`src/rtl/irq_entry_seq.sv`:
```
module irq_entry_seq #(
  parameter int VEC_W = 8
) (
  input  logic             clk,
  input  logic             rst_n,
  input  logic             irq_req,
  input  logic [VEC_W-1:0] irq_vec,
  input  logic             ie_flag,
  input  logic             user_flag,
  input  logic [31:0]      status_in,
  input  logic [31:0]      pc_in,
  input  logic [31:0]      sp_in,
  input  logic [31:0]      ksp_in,
  input  logic [31:0]      ebase_in,
  output logic             busy,
  output logic             done,
  output logic             err,
  output logic             user_clr,
  output logic             status_we,
  output logic [31:0]      status_out,
  output logic             usp_we,
  output logic [31:0]      usp_out,
  output logic             sp_we,
  output logic [31:0]      sp_out,
  output logic             erp_we,
  output logic [31:0]      erp_out,
  output logic             exs_we,
  output logic [31:0]      exs_out,
  output logic             eda_clr,
  output logic             pc_we,
  output logic [31:0]      pc_out,
  output logic             mem_req_valid,
  input  logic             mem_req_ready,
  output logic [31:0]      mem_req_addr,
  input  logic             mem_rsp_valid,
  input  logic [31:0]      mem_rsp_data,
  input  logic             mem_rsp_err
);
  localparam int EXS_PAD = 32 - VEC_W - 8;

  typedef enum logic [2:0] {S_IDLE, S_MODE, S_SAVE, S_SWAP, S_RREQ, S_RWAIT, S_LOAD} st_t;
  st_t state;

  logic [VEC_W-1:0] vec_q;
  logic [31:0]      st_q, pc_q, sp_q, ksp_q, addr_q, data_q;
  logic             user_q, err_q;

  always_ff @(posedge clk) begin
    if (!rst_n) begin
      state  <= S_IDLE;
      vec_q  <= '0;
      st_q   <= '0;
      pc_q   <= '0;
      sp_q   <= '0;
      ksp_q  <= '0;
      addr_q <= '0;
      data_q <= '0;
      user_q <= 1'b0;
      err_q  <= 1'b0;
    end else begin
      case (state)
        S_IDLE: if (irq_req && ie_flag) begin
          vec_q  <= irq_vec;
          st_q   <= status_in;
          pc_q   <= pc_in;
          sp_q   <= sp_in;
          ksp_q  <= ksp_in;
          user_q <= user_flag;
          addr_q <= ebase_in + {{(30-VEC_W){1'b0}}, irq_vec, 2'b00};
          state  <= S_MODE;
        end
        S_MODE: state <= S_SAVE;
        S_SAVE: state <= user_q ? S_SWAP : S_RREQ;
        S_SWAP: state <= S_RREQ;
        S_RREQ: if (mem_req_ready) begin
          if (mem_rsp_valid) begin
            data_q <= mem_rsp_data;
            err_q  <= mem_rsp_err;
            state  <= S_LOAD;
          end else begin
            state  <= S_RWAIT;
          end
        end
        S_RWAIT: if (mem_rsp_valid) begin
          data_q <= mem_rsp_data;
          err_q  <= mem_rsp_err;
          state  <= S_LOAD;
        end
        S_LOAD: state <= S_IDLE;
        default: state <= S_IDLE;
      endcase
    end
  end

  assign busy          = state != S_IDLE;
  assign user_clr      = state == S_MODE;
  assign status_we     = state == S_SAVE;
  assign erp_we        = state == S_SAVE;
  assign exs_we        = state == S_SAVE;
  assign eda_clr       = state == S_SAVE;
  assign usp_we        = state == S_SWAP;
  assign sp_we         = state == S_SWAP;
  assign mem_req_valid = state == S_RREQ;
  assign done          = state == S_LOAD;
  assign pc_we         = done && !err_q;
  assign err           = done && err_q;

  assign status_out   = {st_q[31], 1'b0, st_q[19:0], 10'b0};
  assign usp_out      = sp_q;
  assign sp_out       = ksp_q;
  assign erp_out      = pc_q;
  assign exs_out      = {{EXS_PAD{1'b0}}, vec_q, 8'b0};
  assign pc_out       = data_q;
  assign mem_req_addr = addr_q;
endmodule

```
`config.mk`:
```
export PLATFORM = sky130hd
export DESIGN_NAME = irq_entry_seq
export DESIGN_NICKNAME = d
export VERILOG_FILES = /design/src/rtl/irq_entry_seq.sv
export SDC_FILE = /design/constraint.sdc
export NUM_CORES = 1
export LEC_CHECK = 0
export ABC_AREA = 1
export BUFFER_PORTS_ARGS = -buffer_cell sky130_fd_sc_hd__buf_2
export CAP_MARGIN = 20
export CORE_AREA = 2 2 172 174
export DETAILED_ROUTE_END_ITERATION = 10
export DIE_AREA = 0 0 174 176
export PLACE_DENSITY = 0.54
export SLEW_MARGIN = 5
export SYNTH_ARGS = -nofsm -noshare
export SYNTH_HDL_FRONTEND = slang
export SYNTH_SLANG_ARGS = --single-unit
```
`constraint.sdc`:
```
create_clock -name clk -period 2 [get_ports clk]
set_input_delay 0.1 -clock clk [delete_from_list [all_inputs] [get_ports clk]]
set_output_delay 0.1 -clock clk [all_outputs]
set_load 0.03 [all_outputs]
```
# Word level (Yosys, flattened, before mapping)
# Index checks and enable logic that the tools add are counted.
[classes] n_addsub=1 eq_ne=9 mux=12 reduce_logical=10
[ops] op="2-to-1 mux 32 bit" n=2
[ops] op="case mux 32 bit (2 select lines)" n=1
[ops] op="adder 32 x 10 -> 32 bit" n=1
[ops] op="case mux 3 bit (6 select lines)" n=1
[ops] op="2-to-1 mux 3 bit" n=4
[ops] op="equality test 3 bit, second input constant" n=3
[ops] op="equality test 3 x 2 -> 1 bit, second input constant" n=2
[ops] op="inequality test 2 bit, second input constant" n=2
[ops] op="AND reduction 2 bit" n=2
[ops] op="equality test 3 x 1 -> 1 bit, second input constant" n=1
[ops] op="logical AND 1 bit" n=3
[ops] op="zero test 3 bit" n=1
[ops] op="AND reduction 3 bit" n=1
[ops] op="nonzero test 3 bit" n=1
[ops] op="2-to-1 mux 1 bit" n=2
[ops] op="2-to-1 mux 2 bit" n=1
[ops] op="inequality test 2 x 1 -> 1 bit, second input constant" n=1
[ops] op="case mux 1 bit (2 select lines)" n=1
[ops] op="nonzero test 2 bit" n=1
[ops] op="zero test 1 bit" n=1
[totals] register_bits=205 input_bits=208 output_inout_bits=236 word_cells=42

# Depth between registers and ports, before layout
[logic_depth] word_depth=3 mapped_depth=13 ltp_nobuf=13

# Least setup slack after synthesis
# Ideal clock, no wire load.
[synth_path] path_type="reg2out" from="register state[2]" to="output err" arrival_time_ns=1.788 required_time_ns=1.900 slack_ns=0.112 stages_incl_launch_ff=5 path_buffers=0 cell_sequence="dfxtp_1 > inv_2 > nor3_1 > inv_1 > nor2_1"
[synth_between] elab_chain_len=2
[synth_rtl] item="start: declaration" line="42" rtl="st_t state;"
[synth_rtl] item="start signal: assignment" line="73" rtl="S_SAVE: state <= user_q ? S_SWAP : S_RREQ;"
[synth_rtl] item="equality test 3 bit" line="104" rtl="assign done = state == S_LOAD;"
[synth_rtl] item="named net done" line="16" rtl="output logic done,"
[synth_rtl] item="logical AND 1 bit" line="106" rtl="assign err = done && err_q;"
[synth_rtl] item="end: declaration" line="17" rtl="output logic err,"
# The timed path passes the listed nets, and every way through them passes these cells.

# Worst setup path in the final report
[layout_path] from="input irq_vec[0]" to="register addr_q[30] (netlist: mem_req_addr[30])"
[layout_between] elab_chain_len=1
[layout_rtl] item="start: declaration" line="7" rtl="input logic [VEC_W-1:0] irq_vec,"
[layout_rtl] item="adder 32 x 10 -> 32 bit" line="69" rtl="addr_q <= ebase_in + {{(30-VEC_W){1'b0}}, irq_vec, 2'b00};"
[layout_rtl] item="end signal: assignment" line="69"
[layout_rtl] item="end: declaration" line="45" rtl="logic [31:0] st_q, pc_q, sp_q, ksp_q, addr_q, data_q;"
# No other way between the ends.
# A chain may end at the register's enable or synchronous reset.

==> summary.md <==
| Metric | Value |
|---|---|
| Routed length per placed instance | 14.1 um |
| Top-area cell type share of the netlist area | 46.1% |
| Post-route DRC violation count | 0 |
| Synthesized flop and latch total | 194 |
| Total number of clock tree sinks | 194 |
| Count of routing violations after the opening detailed-route iteration | 610 |
| Hold Fails Final Rpt | 0 |
| Via count of the first global-routing pass | 8952 |
| Horizontal die dimension | 174 um |
| Slew of the pin with the lowest slew margin | 0.557 ns |
| Most frequently used cell type in the post-synthesis netlist | sky130_fd_sc_hd__nor2_1 |
| Share of synthesized area occupied by flip-flops and latches | 46.1% |
| Insertion delay to the later sink of the worst-skew pair | 0.44 ns |
| Power Density | 821 nW/um^2 |
| Cell area after layout | 12900 sq um |
| Area of the mapped netlist | 8420 sq um |
| Maximum number of pins on one net before global-route repair | 98 |
| First-pass GRT wire length | 46300 um |
| Peak supply drop | 0.000489 V |
| Clock root buffer master | sky130_fd_sc_hd__clkbuf_16 |
| PnR worst setup slack | 0.121 ns |
| Aggregate global routing overflow | 0 |
| Number of buffers added by the clock tree synthesis step | 17 |
| Category of the most critical setup path | in -> reg |
| Antenna violations before repair | 1 |
| Syn Inst Count | 1183 |
| Worst EP arrival | 2.22 ns |
| Standard-cell row count | 62 |
| Count of H-tree levels built during CTS | 4 |
| Required time of the critical path | 2.34 ns |
| TritonCTS clock tree | yes |
| Per-cell via count in the routed design | 4.40 |
| Die Y-Extent | 176 um |
| Core Footprint | 28500 sq um |
| Final estimated routing congestion in global placement | 0.884 |
| Kind of start point of the critical path | input pin |
| Number of filler instances in the final layout | 2906 |
| Clk pwr share | 32.4% |
| Pins over their slew limit | 0 |
| Synth-to-Final Area Change | 53.2% |
| Mean Syn Cell Area | 7.12 sq um |
| Commonest register cell after synthesis | sky130_fd_sc_hd__dfxtp_1 |
| Number of enable flip-flop cells after synthesis | 0 |
| Critical Path End Type | flop |
| Net count reported at finish | 1936 |
| Worst-path maximum fanout | 5 |
| Tot Pwr | 0.0106 W |
| Maximum clock frequency | 532 MHz |
| Detailed-route wire length | 29900 um |
| Hold WC Path Type | in -> reg |
| Top area cells in the synthesized netlist | sky130_fd_sc_hd__dfxtp_1 (46%), sky130_fd_sc_hd__nor2_1 (16%), sky130_fd_sc_hd__o21ai_0 (9.4%) |
| Count of port buffers added during placement | 397 |
| Post-CTS setup buffers | 0 |
| Area of combinational cells with multiple inputs | 3740 sq um |
| CTS max path bufs | 2 |
| Total via count after detailed routing | 9325 |
| Placed wire-length estimate | 20800 um |
| Sequential cell area | 3880 sq um |
| Crit share post-route | 94.0% |
| Internal Power | 0.00684 W |
| Count of different cell masters after synthesis | 36 |
| Most area-hungry cell type in the Yosys netlist | sky130_fd_sc_hd__dfxtp_1 |
| Min-Delay Path Depth | 3 |
| Reg clk slew, reported paths | 0.08 ns |
| Max_cap viols | 0 |
| Depth of the worst register-to-register path | 7 |
| Leading post-synthesis cells by instance count | sky130_fd_sc_hd__nor2_1 (358), sky130_fd_sc_hd__dfxtp_1 (194), sky130_fd_sc_hd__o21ai_0 (159) |
| Minimum clock period after layout | 1.88 ns |
| TritonRoute pass-1 iters | 7 |
| Result of the run | complete, no violations |
| Tightest slew margin relative to the limit | 62.8% |
| Number of top-level design ports | 444 |
| Yosys warning total | 0 |
| Reported net switching power | 0.00375 W |
| Final setup fails | 0 |
| Antenna-violating nets left | 0 |
| Max Clock Skew | 0.0124 ns |
| Register share of total power | 41.4% |
| Starting density of the core | 29.5% |
| Post-synthesis async set-or-reset flop share | 0% |
| Area of the die | 30600 sq um |
| Overall track demand over capacity in global routing | 18.8% |
| Pre-CTS setup slack | 0.116 ns |
| Proportion of layout cells with a drive suffix above 1 | 26.5% |
| Switching Fraction | 35.4% |
| Leak pwr | 6.73 nW |
| Instance area at placement | 10600 sq um |
| Combinational power share | 26.2% |
-- routing by layer --
layer	track usage (%)	routed length, um	share of wire (%)
met1	22.4	12400	41
met2	32.5	14500	48
met3	4.52	2160	7.2
met4	7.60	904	3.0
met5	0	0	0
-- cell type report --
class	count	share of cell area [%]
repair buffers	583	30.2
flip-flops and latches	194	30.1
multi-input cells	837	29.0
well taps	384	3.72
clock buffers	18	3.33
inverters	86	2.52
clock inverters	14	1.14
diodes	1	0.0194
-- power groups by stage --
stage / sequential [W] / combinational (W) / clock [W]
2_1_floorplan: 0.00515 / 0.000996 / 0
3_3_place_gp: 0.00446 / 0.00250 / 0
3_5_place_dp: 0.00446 / 0.00250 / 0
4_1_cts: 0.00438 / 0.00278 / 0.00355
5_1_grt: 0.00443 / 0.00300 / 0.00368
6_report: 0.00438 / 0.00278 / 0.00344
-- path summary, 6_finish.rpt --
| check | slack, ns | endpoint | startpoint |
|---|---|---|---|
| worst max-delay path | 0.12 | mem_req_addr[30]$_SDFFE_PN0P_ | irq_vec[0] |
| worst max register to register | 0.39 | mem_req_addr[25]$_SDFFE_PN0P_ | state[1]$_SDFFE_PN0P_ |
| worst min-delay path | 0.03 | pc_out[26]$_SDFFE_PN0P_ | mem_rsp_data[26] |
| worst min register to register | 0.47 | user_q$_SDFFE_PN0P_ | user_q$_SDFFE_PN0P_ |
-- registers in the layout, summed over array words and instances, names as in the netlist --
name and cells:
state 3, usp_out 32, user_q 1, mem_req_addr 32, st_q 21, erp_out 32
sp_out 32, err_q 1, vec_q 8, pc_out 32
-- stage by stage --
step	utilization [%]	TNS (ns)	instances	hold slack, ns
final	45.2	0	2117	0.0332
after global routing	45.2	-0.0679	2117	0.0359
after CTS	45.2	0	2116	0.00615
after detailed placement	37.2	0	1915	0.328
after global placement	37.2	0	1915	0.322
after floorplan	-	0	1217	0.235
-- cell families after synthesis --
group | after synthesis | synth area share, %
compound gates | 214 | 13.5
xor+xnor | 6 | 0.624
fa+ha+maj | 9 | 1.43
buf+inv | 186 | 11.1
flops | 194 | 46.1
other cells | 1 | 0.0445
simple gates | 573 | 27.2
-- timing repair --
item / CTS / global route
setup endpoints to repair: 0 / 6
hold buffers: 169 / 0
endpoints found under the hold margin: 169 / 0
resized for setup: 0 / 4
-- critical path: stages --
cell and delay (ns):
sky130_fd_sc_hd__dlygate4sd3_1 0.52, sky130_fd_sc_hd__buf_2 0.12, sky130_fd_sc_hd__ha_2 0.21, sky130_fd_sc_hd__inv_1 0.06, sky130_fd_sc_hd__fa_1 0.41, sky130_fd_sc_hd__inv_2 0.09
sky130_fd_sc_hd__nand3_1 0.09, sky130_fd_sc_hd__nand3_2 0.13, sky130_fd_sc_hd__nand2_1 0.10, sky130_fd_sc_hd__nand2_2 0.10, sky130_fd_sc_hd__nand2_1 0.06, sky130_fd_sc_hd__nand2_1 0.07
sky130_fd_sc_hd__nand3_1 0.06, sky130_fd_sc_hd__nand2_1 0.07, sky130_fd_sc_hd__inv_1 0.04
-- placed cells by master, fill, tap and decap left out, types with 10 or more instances in the layout --
cell type / netlist / layout
sky130_fd_sc_hd__inv_1: 83 / 82
sky130_fd_sc_hd__o21ai_0: 159 / 159
sky130_fd_sc_hd__dlygate4sd3_1: 0 / 169
sky130_fd_sc_hd__dfxtp_1: 194 / 194
sky130_fd_sc_hd__clkbuf_16: 0 / 17
sky130_fd_sc_hd__o21ai_1: 19 / 19
sky130_fd_sc_hd__buf_2: 23 / 396
sky130_fd_sc_hd__conb_1: 1 / 35
sky130_fd_sc_hd__nand2_1: 139 / 138
sky130_fd_sc_hd__nand3_1: 51 / 50
sky130_fd_sc_hd__a21oi_1: 10 / 10
sky130_fd_sc_hd__nor2_1: 358 / 358
sky130_fd_sc_hd__o21a_1: 17 / 17
sky130_fd_sc_hd__buf_4: 47 / 11
Power figures use the tool's default switching activity.
